===== config.mk =====
export PLATFORM = sky130hd
export DESIGN_NAME = fault_route_unit
export DESIGN_NICKNAME = d
export VERILOG_FILES = /design/src/rtl/fru_pkg.sv /design/src/rtl/fru_rank.sv /design/src/rtl/fru_judge.sv /design/src/rtl/fault_route_unit.sv
export SDC_FILE = /design/constraint.sdc
export NUM_CORES = 1
export LEC_CHECK = 0
export BUFFER_PORTS_ARGS = -buffer_cell sky130_fd_sc_hd__buf_2
export CAP_MARGIN = 20
export CELL_PAD_IN_SITES_DETAIL_PLACEMENT = 1
export CELL_PAD_IN_SITES_GLOBAL_PLACEMENT = 1
export CORE_ASPECT_RATIO = 0.5
export CORE_UTILIZATION = 26
export DETAILED_ROUTE_END_ITERATION = 10
export HOLD_SLACK_MARGIN = 0.12
export PLACE_DENSITY_LB_ADDON = 0.1
export SYNTH_ARGS = -nofsm -noshare
export SYNTH_HDL_FRONTEND = slang
export SYNTH_SLANG_ARGS = --single-unit

===== constraint.sdc =====
create_clock -name clk -period 3.15 [get_ports clk]
set_clock_uncertainty 0.2 [all_clocks]
set_input_delay 0.63 -clock clk [delete_from_list [all_inputs] [get_ports clk]]
set_output_delay 0.63 -clock clk [all_outputs]
set_load 0.02 [all_outputs]

===== src/rtl/fru_pkg.sv =====
`timescale 1ns/1ps
package fru_pkg;
  localparam int EXC_W    = 9;
  localparam int N_RANK   = 5;   // vec, sec, mem, bus, use
  localparam int HARD_NUM = 3;
  localparam int MEM_NUM  = 4;
  localparam int BUS_NUM  = 5;
  localparam int USE_NUM  = 6;
  localparam int SEC_NUM  = 7;
  // enable / priority slot of each configurable class
  localparam int SLOT_MEM = 0;
  localparam int SLOT_BUS = 1;
  localparam int SLOT_USE = 2;
  localparam int SLOT_SEC = 3;
  // rank positions in the request vector
  localparam int RK_VEC = 0;
  localparam int RK_SEC = 1;
  localparam int RK_MEM = 2;
  localparam int RK_BUS = 3;
  localparam int RK_USE = 4;
endpackage


===== src/rtl/fru_rank.sv =====
`timescale 1ns/1ps
module fru_rank #(
  parameter int N = 5
) (
  input  logic [N-1:0] req,
  output logic [N-1:0] grant
);
  logic [N:0] seen;
  assign seen[0] = 1'b0;
  for (genvar i = 0; i < N; i++) begin : g_chain
    assign grant[i]  = req[i] & ~seen[i];
    assign seen[i+1] = seen[i] | req[i];
  end
endmodule


===== src/rtl/fru_judge.sv =====
`timescale 1ns/1ps
module fru_judge
  import fru_pkg::*;
#(
  parameter int PRIO_W = 8
) (
  input  logic [N_RANK-1:0]      grant,
  input  logic [3:0]             en,
  input  logic [3:0][PRIO_W-1:0] prio,
  input  logic [PRIO_W-1:0]      cur_prio,
  input  logic [EXC_W-1:0]       active_exc,
  input  logic                   bus_keep,
  output logic                   dec_take,
  output logic                   dec_lock,
  output logic [EXC_W-1:0]       dec_num,
  output logic                   dec_esc
);
  logic             any;
  logic             hard_busy;
  logic [1:0]       slot;
  logic [EXC_W-1:0] own;
  logic             blocked;

  assign any       = |grant;
  assign hard_busy = (active_exc == EXC_W'(HARD_NUM));
  assign dec_lock  = any & hard_busy;
  assign dec_take  = any & ~hard_busy;

  always_comb begin
    slot = 2'(SLOT_USE);
    own  = EXC_W'(USE_NUM);
    if (grant[RK_SEC]) begin
      slot = 2'(SLOT_SEC); own = EXC_W'(SEC_NUM);
    end else if (grant[RK_MEM]) begin
      slot = 2'(SLOT_MEM); own = EXC_W'(MEM_NUM);
    end else if (grant[RK_BUS]) begin
      slot = 2'(SLOT_BUS); own = EXC_W'(BUS_NUM);
    end
  end

  assign blocked = ~en[slot] | (prio[slot] >= cur_prio) | (active_exc == own);

  always_comb begin
    dec_num = '0;
    dec_esc = 1'b0;
    if (grant[RK_VEC]) begin
      dec_num = EXC_W'(HARD_NUM);
    end else if (grant[RK_BUS] && bus_keep) begin
      dec_num = EXC_W'(BUS_NUM);
    end else if (any) begin
      dec_num = blocked ? EXC_W'(HARD_NUM) : own;
      dec_esc = blocked;
    end
  end
endmodule


===== src/rtl/fault_route_unit.sv =====
`timescale 1ns/1ps
module fault_route_unit
  import fru_pkg::*;
#(
  parameter int PRIO_W = 8
) (
  input  logic              clk,
  input  logic              rst_n,
  input  logic              cfg_wr,
  input  logic [3:0]        cfg_en,
  input  logic [PRIO_W-1:0] prio_mem,
  input  logic [PRIO_W-1:0] prio_bus,
  input  logic [PRIO_W-1:0] prio_use,
  input  logic [PRIO_W-1:0] prio_sec,
  input  logic [PRIO_W-1:0] cur_prio,
  input  logic [EXC_W-1:0]  active_exc,
  input  logic              ev_vec_err,
  input  logic              ev_sec_viol,
  input  logic              ev_xn,
  input  logic              ev_mpu_viol,
  input  logic              ev_bus_fetch,
  input  logic              ev_bus_data,
  input  logic              ev_stack_err,
  input  logic              stack_to_bus,
  input  logic              ev_undef,
  output logic              take_exc,
  output logic [EXC_W-1:0]  exc_num,
  output logic              escalated,
  output logic              lockup
);
  logic [3:0]             en_q;
  logic [N_RANK-1:0]      req, grant;
  logic [3:0][PRIO_W-1:0] prio;
  logic                   dec_take, dec_lock, dec_esc;
  logic [EXC_W-1:0]       dec_num;

  assign req[RK_VEC] = ev_vec_err  & ~lockup;
  assign req[RK_SEC] = ev_sec_viol & ~lockup;
  assign req[RK_MEM] = (ev_xn | ev_mpu_viol) & ~lockup;
  assign req[RK_BUS] = (ev_bus_fetch | ev_bus_data | ev_stack_err) & ~lockup;
  assign req[RK_USE] = ev_undef & ~lockup;

  assign prio[SLOT_MEM] = prio_mem;
  assign prio[SLOT_BUS] = prio_bus;
  assign prio[SLOT_USE] = prio_use;
  assign prio[SLOT_SEC] = prio_sec;

  fru_rank #(.N(N_RANK)) u_rank (.req(req), .grant(grant));

  fru_judge #(.PRIO_W(PRIO_W)) u_judge (
    .grant(grant), .en(en_q), .prio(prio), .cur_prio(cur_prio),
    .active_exc(active_exc), .bus_keep(ev_stack_err & stack_to_bus),
    .dec_take(dec_take), .dec_lock(dec_lock),
    .dec_num(dec_num), .dec_esc(dec_esc)
  );

  always_ff @(posedge clk or negedge rst_n) begin
    if (!rst_n) begin
      en_q      <= '0;
      take_exc  <= 1'b0;
      exc_num   <= '0;
      escalated <= 1'b0;
      lockup    <= 1'b0;
    end else begin
      if (cfg_wr) en_q <= cfg_en;
      take_exc <= dec_take;
      if (dec_take) begin
        exc_num   <= dec_num;
        escalated <= dec_esc;
      end
      if (dec_lock) lockup <= 1'b1;
    end
  end
endmodule


==> results.toml, run 1 <==
[detailed_routing]
drt_pre_antenna_iters = 4
vias = 1161
dr.first_iter.drc_count = 9
routed_via_density = 4.607
drc = 0
drt_wl_total_mm = 3.306
final_antenna_net_count = 0
post_drt_wl_per_cell_um = 13.12

[global_routing]
antenna_found_initial = 0
grt_pass1_vias = 1134
grt_usage = 0.1553
grt_first_pass_wirelength_mm = 5.154
grt_overflow_total = 0
grt_max_degree = 11

[sta]
hold_violations = 0
unrepaired_setup_endpoints_after_global_routing = "yes"
totalNegativeSetupSlack_ns = -0.1565
fin_worst_hold_slack_ns = 0.2886
max-slew-margin-rel = 0.6300
report.final.setup_viol = 2
max_slew.worst_pin.slew_ns = 0.5499
final.min_clock_period_ns = 3.257
timing.final.crit_share = 1.034
fmax_mhz = 307.1
fin_ws_ns = -0.1065
timing_max_transition_violations_final = 0

[final_layout]
number_of_filler_instances_in_the_final_layout = 488
drive_above_1_share = 0.6364
layout_area_overhead_pct = 62.16
layout.nets = 272
diodes = 0

[worst_setup_path]
crit_path_top_delay_cell = "sky130_fd_sc_hd__mux4_2"
timing.setup.critical_path_class = "input port to flop"
cpLargestDelayFamily = "compound AO/OA/AOI/OAI gates"
regToRegEndpoint = "exc_num[2]"
worst_r2r_startpoint = "lockup"
critPathCaptureType = "flop"
worst_setup_path_startpoint = "ev_stack_err"
worstPathCellList = "buf_6 > or3_4 > a21oi_4 > nor2_2 > mux4_2 > ha_4 > a21oi_1 > o21ai_1 > a41oi_2 > o211ai_1 > or3_1 > a21oi_2"
slowest_stage_delay_on_critical_path_ns = 0.47
critical_path_arrival_ns = 3.22
critical_path_buf_inv_count = 1
timing.critical_path.fanout_max = 4
rr_worst_depth = 11
critical_path_required_ns = 3.12
reg2reg_slack_ns = 0.03
cp-start-kind = "input port"

[hold_path]
worstHoldPathCells = 2
hp-class = "flop to flop"
hold_start = "exc_num[1]"
min_to = "exc_num[1]"

[yosys]
synth_top_family_by_area = "multiplexers"
synthesis.area_sq_um = 1091
fraction_of_post_synthesis_cell_area_in_the_top_cell_type_by_area = 0.2294
yosys.area_share.adder = 0.09174
synth_area_in_compound_gates = 0.1411
post_synth_xor_area_fraction = 0.008028
ys_seq_area_frac = 0.2294
syn_area_per_cell_sq_um = 10.29
ys_seq_elements = 10
yosysTopAreaCell = "sky130_fd_sc_hd__dfrtp_1"
proportion_of_synthesized_area_in_mux_cells = 0.2397
synth-warning-count = 0
synth_simple_gate_area_share = 0.2099
synthesis.instances = 106
post_synth_num_cell_types = 43
top_post_synthesis_cells_by_area = "sky130_fd_sc_hd__dfrtp_1 23%, sky130_fd_sc_hd__mux4_1 9.6%, sky130_fd_sc_hd__ha_1 9.2%, sky130_fd_sc_hd__mux4_2 8.3%, sky130_fd_sc_hd__buf_4 4.1%"

[placed_design]
globalplace.congestion = 0.7816
post-place-ws_ns = -0.4364
place.detailed.hpwl_mm = 2.819
placement.io_buffers = 70

[power_and_ir_drop]
power.leakage_uw = 0.0008539
power_density_nw_per_um2 = 309.7
vdd_ir_drop_max_mv = 0.2654

[clock_tree]
cts.reportedPaths.clkPinSlew_ns = 0.05
cts_tree = "built"
cts-root-buf = "sky130_fd_sc_hd__clkbuf_8"
number_of_h_tree_levels = 1
clk-insertion-delay-late_ns = 0.24
clock_sinks = 10
cts-root-to-sink-buffers = 2
tritoncts.num_buffers = 3

[run_status]
run_status = "finished, violations left"
failing_checks = "negative setup slack"

[floorplan]
std_cell_rows = 16
die_area_sq_um = 4475
die_y_um = 47.81
design.core.area_sq_um = 3964
die_w_um = 93.61
initial_utilization = 0.2753
floorplan.io_pins = 77

[run]
cap_violations = 0
==> stage by stage <==
stage | total power, uW | cells | cell area [sq um] | util
floorplan | 288.4 | 111 | 1180 | -
global placement | 378.4 | 245 | 1669 | 0.4211
detailed placement | 381.6 | 245 | 1669 | 0.4211
CTS | 556.2 | 252 | 1769 | 0.4463
global route | 585.0 | 252 | 1769 | 0.4463
finish | 547.9 | 252 | 1769 | 0.4463
==> power breakdown <==
group	internal (uW)	switching (uW)
clock network	110	52.1
registers	142	8.12
logic	125	111
total	377	171
==> routing by layer <==
metal,global-route usage,share of wire
met1,0.1943,0.45
met2,0.2971,0.49
met3,0.02222,0.054
met4,0.03692,0.0073
met5,0,0
==> final cells by class <==
class | count | area (sq um) | area share
repair buffers | 89 | 508.0 | 0.2871
clock buffers | 4 | 55.05 | 0.03112
flip-flops and latches | 10 | 250.2 | 0.1414
multi-input cells | 86 | 854.6 | 0.4830
inverters | 9 | 33.78 | 0.01909
well taps | 54 | 67.56 | 0.03819
==> synth_stat cells (all sizes together) <==
library cell,n
dfrtp,10
inv,9
ha,8
mux4,8
buf,7
nor2,7
a21oi,6
nor3,6
mux2,5
nand2,4
o21ai,4
nand3,3
a211oi,2
nand3b,2
nor2b,2
nor4,2
or3,2
a21boi,1
a21o,1
a41oi,1
and2,1
and3,1
conb,1
mux2i,1
nand2b,1
nand4,1
o211ai,1
o21bai,1
o22ai,1
o31ai,1
o32a,1
or2,1
or3b,1
or4,1
or4b,1
xnor2,1
==> layout by cell type (no fill, tap or decap), drive strengths merged, types with 2 or more instances in the layout <==
cell type | synthesis | layout
a211oi | 2 | 2
a21oi | 6 | 6
buf | 7 | 88
clkbuf | 0 | 4
conb | 1 | 6
dfrtp | 10 | 10
ha | 8 | 8
inv | 9 | 9
mux2 | 5 | 5
mux4 | 8 | 8
nand2 | 4 | 4
nand3 | 3 | 3
nand3b | 2 | 2
nor2 | 7 | 8
nor2b | 2 | 2
nor3 | 6 | 6
nor4 | 2 | 2
o21ai | 4 | 4
or3 | 2 | 2
==> flip-flops by register name, summed over array words and instances, names as in the netlist <==
signal,cells
en_q,4
escalated,1
exc_num,3
lockup,1
take_exc,1
==> worst reg2reg max path, cell delays in order (launching register included) <==
cell                       delay [ns]
sky130_fd_sc_hd__dfrtp_1         0.38
sky130_fd_sc_hd__buf_4           0.16
sky130_fd_sc_hd__nor3_2          0.22
sky130_fd_sc_hd__a21boi_4        0.37
sky130_fd_sc_hd__mux4_2          0.40
sky130_fd_sc_hd__ha_4            0.24
sky130_fd_sc_hd__a21oi_1         0.14
sky130_fd_sc_hd__o21ai_1         0.09
sky130_fd_sc_hd__a41oi_2         0.24
sky130_fd_sc_hd__o211ai_1        0.15
sky130_fd_sc_hd__or3_1           0.34
sky130_fd_sc_hd__a21oi_2         0.13
==> worst max-delay path by stage <==
stage                            end  slack [ns]  cells past startpoint
after floorplan           exc_num[2]       -0.15                     11
after global placement    exc_num[0]       -0.38                     12
after detailed placement  exc_num[2]       -0.44                     13
after CTS                 exc_num[2]       -0.12                     12
after global routing      exc_num[2]       -0.24                     12
final                     exc_num[2]       -0.11                     12
==> what timing repair did <==
action / CTS / global route
hold endpoints to repair: 10 / 0
gates cloned: 1 / 0
resized for setup: 5 / 0
setup endpoints to repair: 3 / 4
pin swaps: 10 / 1
setup buffers: 1 / 0
hold buffers: 1 / 0
==> cells by family (layout without fill, tap and decap cells) <==
| group | Yosys count | after routing |
|---|---|---|
| mux | 14 | 14 |
| other cells | 1 | 6 |
| xor+xnor | 1 | 1 |
| buf+inv | 16 | 102 |
| fa+ha+maj | 8 | 8 |
| flops | 10 | 10 |
| compound gates | 20 | 20 |
| simple gates | 36 | 37 |
Power figures use the tool's default switching activity.
==> run 2, diff against run 1 <==
--- a/config.mk
+++ b/config.mk
@@ -5,13 +5,15 @@
 export SDC_FILE = /design/constraint.sdc
 export NUM_CORES = 1
 export LEC_CHECK = 0
+export ABC_AREA = 1
 export BUFFER_PORTS_ARGS = -buffer_cell sky130_fd_sc_hd__buf_2
 export CAP_MARGIN = 20
 export CELL_PAD_IN_SITES_DETAIL_PLACEMENT = 1
 export CELL_PAD_IN_SITES_GLOBAL_PLACEMENT = 1
 export CORE_ASPECT_RATIO = 0.5
-export CORE_UTILIZATION = 26
+export CORE_UTILIZATION = 24
 export DETAILED_ROUTE_END_ITERATION = 10
+export GPL_TIMING_DRIVEN = 0
 export HOLD_SLACK_MARGIN = 0.12
 export PLACE_DENSITY_LB_ADDON = 0.1
 export SYNTH_ARGS = -nofsm -noshare
==> run 2 against run 1 <==
Sequential power down 7%. Via count up 19%. Clock power about the same. Highest routed layer unchanged. Global-route usage down 0.74 points. Critical path depth up 9. The flow finishes with violations (design-rule violations). Design area down 5.9%.
==> results.toml, run 2 <==
[run_status]
run_status = "finished, violations left"
failing_checks = "design-rule violations"

[yosys]
asyncSetResetFlopFracSynth = 1.000
post_synth_xor_area_fraction = 0
fraction_of_post_synthesis_cell_area_in_the_top_cell_type_by_area = 0.2237
synth_simple_gate_area_share = 0.3233
proportion_of_synthesized_area_in_mux_cells = 0.03020
post_synth_num_cell_types = 25
yosys.cell_count.top_type = "sky130_fd_sc_hd__nand2_1"
synthesis.instances = 177
synth_common_cells = "42 x sky130_fd_sc_hd__nand2_1, 25 x sky130_fd_sc_hd__inv_1, 24 x sky130_fd_sc_hd__nor2_1"
synth_top_family_by_area = "simple AND/OR/NAND/NOR gates"
synth-main-ff-cell = "sky130_fd_sc_hd__dfrtp_1"
synth_area_in_compound_gates = 0.1834
number_of_synthesized_flops_with_an_enable_pin = 0
synthesis.area_sq_um = 1119
top_post_synthesis_cells_by_area = "sky130_fd_sc_hd__dfrtp_1 22%, sky130_fd_sc_hd__nand2_1 14%, sky130_fd_sc_hd__ha_1 8.9%, sky130_fd_sc_hd__inv_1 8.4%, sky130_fd_sc_hd__o21ai_0 8.1%"
synth-warning-count = 0
yosysTopAreaCell = "sky130_fd_sc_hd__dfrtp_1"
ys_seq_elements = 10
ys_seq_area_frac = 0.2237
yosys.area_share.adder = 0.08949
syn_area_per_cell_sq_um = 6.320

[power_and_ir_drop]
design_power_total_uw = 416.9
power_density_nw_per_um2 = 250.3
vdd_ir_drop_max_mv = 0.1780
power.leakage_uw = 0.0009489

[placed_design]
placedInstanceArea_sq_um = 1559
placed_cells_incl_taps = 309
globalplace.congestion = 0.7293
placement.io_buffers = 70
place.detailed.hpwl_mm = 3.035

[final_layout]
finalNonFillerCells = 315
final_core_util = 0.3746
layout_top_registers = "en_q: 4 flops, exc_num: 3 flops"
finalInstanceArea_sq_um = 1665
diodes = 0
max_flop_register = "en_q"
most-common-layout-cells = "70 x sky130_fd_sc_hd__buf_2, 40 x sky130_fd_sc_hd__nand2_1, 25 x sky130_fd_sc_hd__inv_1, 24 x sky130_fd_sc_hd__nor2_1, 18 x sky130_fd_sc_hd__o21ai_0"
layout_area_overhead_pct = 48.88
largest_register_ffs = 4
mostFrequentLayoutCell = "sky130_fd_sc_hd__buf_2"
layout.nets = 332
drive_above_1_share = 0.3837

[detailed_routing]
drt_pre_antenna_iters = 7
drc = 6
post_drt_wl_per_cell_um = 11.46
routed_via_density = 4.390
vias = 1383
final_antenna_net_count = 0
dr.first_iter.drc_count = 18
drt_wl_total_mm = 3.611

[worst_setup_path]
cp-start-kind = "input port"
timing.critical_path.fanout_max = 10
reg2reg_slack_ns = 0.30
regToRegEndpoint = "exc_num[0]"
critical_path_required_ns = 3.07
critical_path_arrival_ns = 2.82
critPathCaptureType = "flop"
timing.setup.critical_path_class = "input port to flop"
rr_worst_depth = 21
worst_r2r_startpoint = "lockup"

[clock_tree]
cts-root-buf = "sky130_fd_sc_hd__clkbuf_8"
cts.reportedPaths.clkPinSlew_ns = 0.05
clock_sinks = 10
tritoncts.num_buffers = 3
clk-insertion-delay-late_ns = 0.23
cts-root-to-sink-buffers = 2
cts_tree = "built"
number_of_h_tree_levels = 1

[sta]
hold_violations = 0
unrepaired_setup_endpoints_after_global_routing = "no"
report.final.setup_viol = 0
timing.final.crit_share = 0.9197
totalNegativeSetupSlack_ns = 0
timing_max_transition_violations_final = 0
fmax_mhz = 345.2
final.min_clock_period_ns = 2.897

[global_routing]
grt_first_pass_wirelength_mm = 5.830
grt_pass1_vias = 1333
antenna_found_initial = 0
grt_overflow_total = 0
grt_usage = 0.1478
grt_max_degree = 11

[floorplan]
design.core.area_sq_um = 4446
die_w_um = 98.55
die_area_sq_um = 4954
die_y_um = 50.28
floorplan.io_pins = 77
std_cell_rows = 17
initial_utilization = 0.2516

[hold_path]
min_to = "exc_num[2]"
worstHoldPathCells = 2
hold_start = "exc_num[2]"
hp-class = "flop to flop"

[run]
cap_violations = 0
[run 2: cell count changes in the layout (fill, tap and decap cells not counted), moves of 5 or more]
| cell | before | now |
|---|---|---|
| sky130_fd_sc_hd__buf_4 | 18 | 8 |
| sky130_fd_sc_hd__inv_1 | 9 | 25 |
| sky130_fd_sc_hd__mux4_2 | 7 | 0 |
| sky130_fd_sc_hd__nand2_1 | 4 | 40 |
| sky130_fd_sc_hd__nand3_1 | 2 | 7 |
| sky130_fd_sc_hd__nor2_1 | 5 | 24 |
| sky130_fd_sc_hd__o21ai_0 | 1 | 18 |
| sky130_fd_sc_hd__o22ai_1 | 0 | 8 |
[run 2: worst max-delay path by stage]
stage                             from    endpoint  slack (ns)  depth (start not counted)
after floorplan            ev_mpu_viol  exc_num[0]        0.37                         20
after global placement     ev_mpu_viol  exc_num[0]       -0.26                         21
after detailed placement   ev_mpu_viol  exc_num[0]       -0.24                         21
after CTS                  ev_mpu_viol  exc_num[0]      0.0006                         21
after global routing      ev_stack_err  exc_num[0]       0.003                         23
final                      ev_mpu_viol  exc_num[0]        0.25                         21
[run 2: cell type report]
class	count	area, sq um
fillers	611	2780
multi-input cells	136	743.2
repair buffers	73	379.1
flip-flops and latches	10	250.2
inverters	27	106.4
well taps	57	71.32
plain buffers	8	60.06
clock buffers	4	55.05
[run 2: critical path, stage by stage]
cell and delay, ns:
sky130_fd_sc_hd__buf_2 0.12, sky130_fd_sc_hd__o21ai_4 0.17, sky130_fd_sc_hd__nand2_2 0.09, sky130_fd_sc_hd__o21bai_4 0.22
sky130_fd_sc_hd__inv_4 0.09, sky130_fd_sc_hd__buf_4 0.18, sky130_fd_sc_hd__o21ai_0 0.16, sky130_fd_sc_hd__o22ai_1 0.09
sky130_fd_sc_hd__ha_1 0.27, sky130_fd_sc_hd__nand2_1 0.06, sky130_fd_sc_hd__nand2_1 0.05, sky130_fd_sc_hd__nand2_1 0.05
sky130_fd_sc_hd__nand2_1 0.05, sky130_fd_sc_hd__nand2_1 0.05, sky130_fd_sc_hd__nand2_1 0.04, sky130_fd_sc_hd__nand2_1 0.05
sky130_fd_sc_hd__nand2_1 0.08, sky130_fd_sc_hd__nand2_2 0.10, sky130_fd_sc_hd__nand3_1 0.10, sky130_fd_sc_hd__o22ai_1 0.11
sky130_fd_sc_hd__inv_1 0.05
[run 2: kinds of logic (layout without fill, tap and decap cells)]
family,count (synthesis),after routing
simple gates,85,85
buf+inv,36,112
compound gates,34,34
flops,10,10
fa+ha+maj,8,8
mux,3,3
other cells,1,6
[run 2: through the flow]
step,setup slack (ns),hold slack [ns]
final,0.2530,0.2787
after global placement,-0.2567,0.2652
after CTS,0.0006435,0.2873
after global routing,0.003403,0.3003
after detailed placement,-0.2436,0.2685
after floorplan,0.3688,0.1344
[run 2: layer usage]
layer	track usage	vias up	wire, um
li1	-	723	-
met1	0.1900	623	1744
met2	0.2641	35	1645
met3	0.02089	2	200
met4	0.03731	0	21
met5	0	-	0
[run 2: power breakdown]
| part | leakage (uW) | internal, uW | switching [uW] | total (uW) |
|---|---|---|---|---|
| combinational | 0.000804 | 59.7 | 57.3 | 117 |
| clock | 0.0000288 | 110 | 50.4 | 160 |
| sequential | 0.000116 | 136 | 3.56 | 140 |
| total | 0.000949 | 306 | 111 | 417 |
[run 2: timing repair]
action / CTS / global route
gates resized for setup: 0 / 11
setup endpoints to repair: 0 / 4
buffers inserted: 0 / 2
hold buffers: 1 / 0
endpoints found under the hold margin: 10 / 0
==> run 3, diff against run 2 <==
--- a/config.mk
+++ b/config.mk
@@ -16,6 +16,7 @@
 export GPL_TIMING_DRIVEN = 0
 export HOLD_SLACK_MARGIN = 0.12
 export PLACE_DENSITY_LB_ADDON = 0.1
+export REMOVE_ABC_BUFFERS = 1
 export SYNTH_ARGS = -nofsm -noshare
 export SYNTH_HDL_FRONTEND = slang
 export SYNTH_SLANG_ARGS = --single-unit
==> run 3 against run 2 <==
The run still ends with design-rule violations left. Clock-buffer cell count unchanged. Global-route usage about the same. Critical path depth rose by 1. Worst hold slack worse by 0.0068 ns. Sequential power is essentially flat. Fmax up 1.5%. Via count grew 1.1%. Final cell count fell by 0.63%. Setup slack better by 0.043 ns. Sequential share of layout area about the same. Register-to-register slack improved by 0.09 ns. Largest power group unchanged.
==> results.toml, run 3 (synthesis results as in run 2) <==
[global_routing]
grt_usage = 0.1476
antenna_found_initial = 0
grt_first_pass_wirelength_mm = 5.913
grt_max_degree = 19
grt_pass1_vias = 1348
grt_overflow_total = 0

[power_and_ir_drop]
power.leakage_uw = 0.0009428
power_density_nw_per_um2 = 246.0
vdd_ir_drop_max_mv = 0.2069
design_power_total_uw = 410.3

[final_layout]
layout_top_registers = "en_q: 4 flops, exc_num: 3 flops"
number_of_filler_instances_in_the_final_layout = 606
drive_above_1_share = 0.3828
layout_area_overhead_pct = 49.11
diodes = 0
max_flop_register = "en_q"
most-common-layout-cells = "70 x sky130_fd_sc_hd__buf_2, 40 x sky130_fd_sc_hd__nand2_1, 25 x sky130_fd_sc_hd__inv_1, 24 x sky130_fd_sc_hd__nor2_1, 17 x sky130_fd_sc_hd__o21ai_0"
largest_register_ffs = 4
final_core_util = 0.3752
mostFrequentLayoutCell = "sky130_fd_sc_hd__buf_2"
layout.nets = 330

[hold_path]
worstHoldPathCells = 2
hp-class = "flop to flop"

[detailed_routing]
route.met3.wl_um = 179
dr.first_iter.drc_count = 30
final_antenna_net_count = 0
sum_of_routed_wire_segments_on_met1_mm = 1.761
routed_via_density = 4.466
detailroute.wirelength.met2_mm = 1.474
post_drt_wl_per_cell_um = 11.03
vias = 1398
drt_pre_antenna_iters = 7
drc = 6
dr.max_layer_used = "met4"
drt_wl_total_mm = 3.451

[worst_setup_path]
worst_path_most_repeated_cell = "sky130_fd_sc_hd__nand2_1"
critical_path_buf_inv_count = 4
cp.depth = 22
critPathCaptureType = "flop"
worstPathCellList = "buf_2 > o21ai_4 > nand2_2 > o21bai_4 > buf_4 > o21ai_0 > o22a_1 > ha_1 > inv_1 > nand2_1 > nand2_1 > nand2_1 > nand2_1 > nand2_1 > nand2_1 > nand2_1 > nand2_1 > nand2_1 > nand2_2 > nand3_1 > o22ai_1 > inv_1"
cp-start-kind = "input port"
critical_path_required_ns = 3.08
critical_path_arrival_ns = 2.78
crit_path_top_delay_cell = "sky130_fd_sc_hd__ha_1"
rr_worst_depth = 22
timing.critical_path.fanout_max = 3
timing.setup.critical_path_class = "input port to flop"
slowest_stage_delay_on_critical_path_ns = 0.27
cpLargestDelayFamily = "compound AO/OA/AOI/OAI gates"

[clock_tree]
cts-root-buf = "sky130_fd_sc_hd__clkbuf_8"
clk-insertion-delay-late_ns = 0.24
cts-root-to-sink-buffers = 2
clock_sinks = 10
tritoncts.num_buffers = 3
cts_tree = "built"
number_of_h_tree_levels = 1
cts.reportedPaths.clkPinSlew_ns = 0.05

[floorplan]
die_y_um = 50.28
floorplan.io_pins = 77
die_w_um = 98.55
die_area_sq_um = 4954
design.core.area_sq_um = 4446
std_cell_rows = 17
initial_utilization = 0.2516

[sta]
totalNegativeSetupSlack_ns = 0
report.final.setup_viol = 0
fmax_mhz = 350.4
hold_violations = 0
timing.final.crit_share = 0.9061
unrepaired_setup_endpoints_after_global_routing = "no"
final.min_clock_period_ns = 2.854
timing_max_transition_violations_final = 0
fin_ws_ns = 0.2958

[placed_design]
globalplace.congestion = 0.7145
place.detailed.hpwl_mm = 2.802
placement.io_buffers = 70
post-place-ws_ns = -0.4501

[run_status]
run_status = "finished, violations left"
failing_checks = "design-rule violations"

[run]
cap_violations = 0
==> run 3: cell count changes in the layout (fill, tap and decap cells not counted) <==
cell / before / now
sky130_fd_sc_hd__o21ai_0: 18 / 17
sky130_fd_sc_hd__clkbuf_4: 1 / 0
sky130_fd_sc_hd__o21ai_4: 2 / 1
sky130_fd_sc_hd__a21oi_1: 4 / 3
sky130_fd_sc_hd__buf_6: 1 / 0
sky130_fd_sc_hd__nand2_4: 0 / 1
sky130_fd_sc_hd__nand2_2: 4 / 3
sky130_fd_sc_hd__o21ai_2: 0 / 1
sky130_fd_sc_hd__buf_12: 0 / 1
sky130_fd_sc_hd__o21ai_1: 0 / 1
sky130_fd_sc_hd__buf_4: 8 / 7
sky130_fd_sc_hd__a21oi_4: 0 / 1
==> run 3: report_power, final <==
part | leakage, uW | switching, uW | internal [uW] | total [uW]
clock | 0.0000288 | 51.0 | 110 | 161
combinational | 0.000798 | 55.0 | 54.6 | 110
sequential | 0.000116 | 3.63 | 136 | 140
total | 0.000943 | 110 | 301 | 410
==> run 3: area by class of cell <==
class | count | area (sq um) | share of cell area
inverter | 27 | 106.4 | 0.06377
tap | 57 | 71.32 | 0.04276
timing repair buffer | 79 | 432.9 | 0.2596
multi-input combinational | 136 | 752.0 | 0.4509
clock buffer | 4 | 55.05 | 0.03301
sequential | 10 | 250.2 | 0.1500
==> run 3: what timing repair did <==
| item | 4_1_cts | 5_1_grt |
|---|---|---|
| hold buffers | 1 | 0 |
| pin swaps | 1 | 1 |
| setup endpoints to repair | 4 | 4 |
| setup buffers | 5 | 3 |
| hold endpoints to repair | 10 | 0 |
| gates resized for setup | 1 | 7 |
==> run 3: worst paths after layout <==
path	to	slack (ns)	startpoint
setup reg to reg	exc_num[0]	0.39	lockup
setup / recovery	exc_num[0]	0.30	ev_mpu_viol
max in group asynchronous	lockup	1.97	rst_n
hold reg to reg	escalated	0.27	escalated
hold / removal	escalated	0.27	escalated
min in group asynchronous	en_q[0]	0.59	rst_n
==> run 3: through the flow <==
| step | instances | hold slack, ns | area (sq um) |
|---|---|---|---|
| after global placement | 300 | 0.2640 | 1499 |
| final | 313 | 0.2718 | 1668 |
| after CTS | 310 | 0.2856 | 1605 |
| after global routing | 313 | 0.2958 | 1668 |
| after floorplan | 173 | 0.1344 | 1077 |
| after detailed placement | 300 | 0.2709 | 1499 |
==> run 3: worst register-to-register path: stages, from the launching register on <==
cell and delay [ns]:
sky130_fd_sc_hd__dfrtp_1 0.41, sky130_fd_sc_hd__inv_4 0.13, sky130_fd_sc_hd__nand2_1 0.08, sky130_fd_sc_hd__nor2_1 0.12, sky130_fd_sc_hd__o21bai_4 0.16, sky130_fd_sc_hd__buf_4 0.14, sky130_fd_sc_hd__o21ai_0 0.07, sky130_fd_sc_hd__o22a_1 0.21
sky130_fd_sc_hd__ha_1 0.27, sky130_fd_sc_hd__inv_1 0.05, sky130_fd_sc_hd__nand2_1 0.04, sky130_fd_sc_hd__nand2_1 0.05, sky130_fd_sc_hd__nand2_1 0.04, sky130_fd_sc_hd__nand2_1 0.05, sky130_fd_sc_hd__nand2_1 0.04, sky130_fd_sc_hd__nand2_1 0.05
sky130_fd_sc_hd__nand2_1 0.05, sky130_fd_sc_hd__nand2_1 0.05, sky130_fd_sc_hd__nand2_1 0.06, sky130_fd_sc_hd__nand2_2 0.10, sky130_fd_sc_hd__nand3_1 0.11, sky130_fd_sc_hd__o22ai_1 0.12, sky130_fd_sc_hd__inv_1 0.05
==> run 3: metal layers <==
metal | up-vias | global-route usage
met5 | - | 0
met4 | 0 | 0.04478
met3 | 5 | 0.01114
met2 | 39 | 0.2500
met1 | 628 | 0.2025
li1 | 726 | -
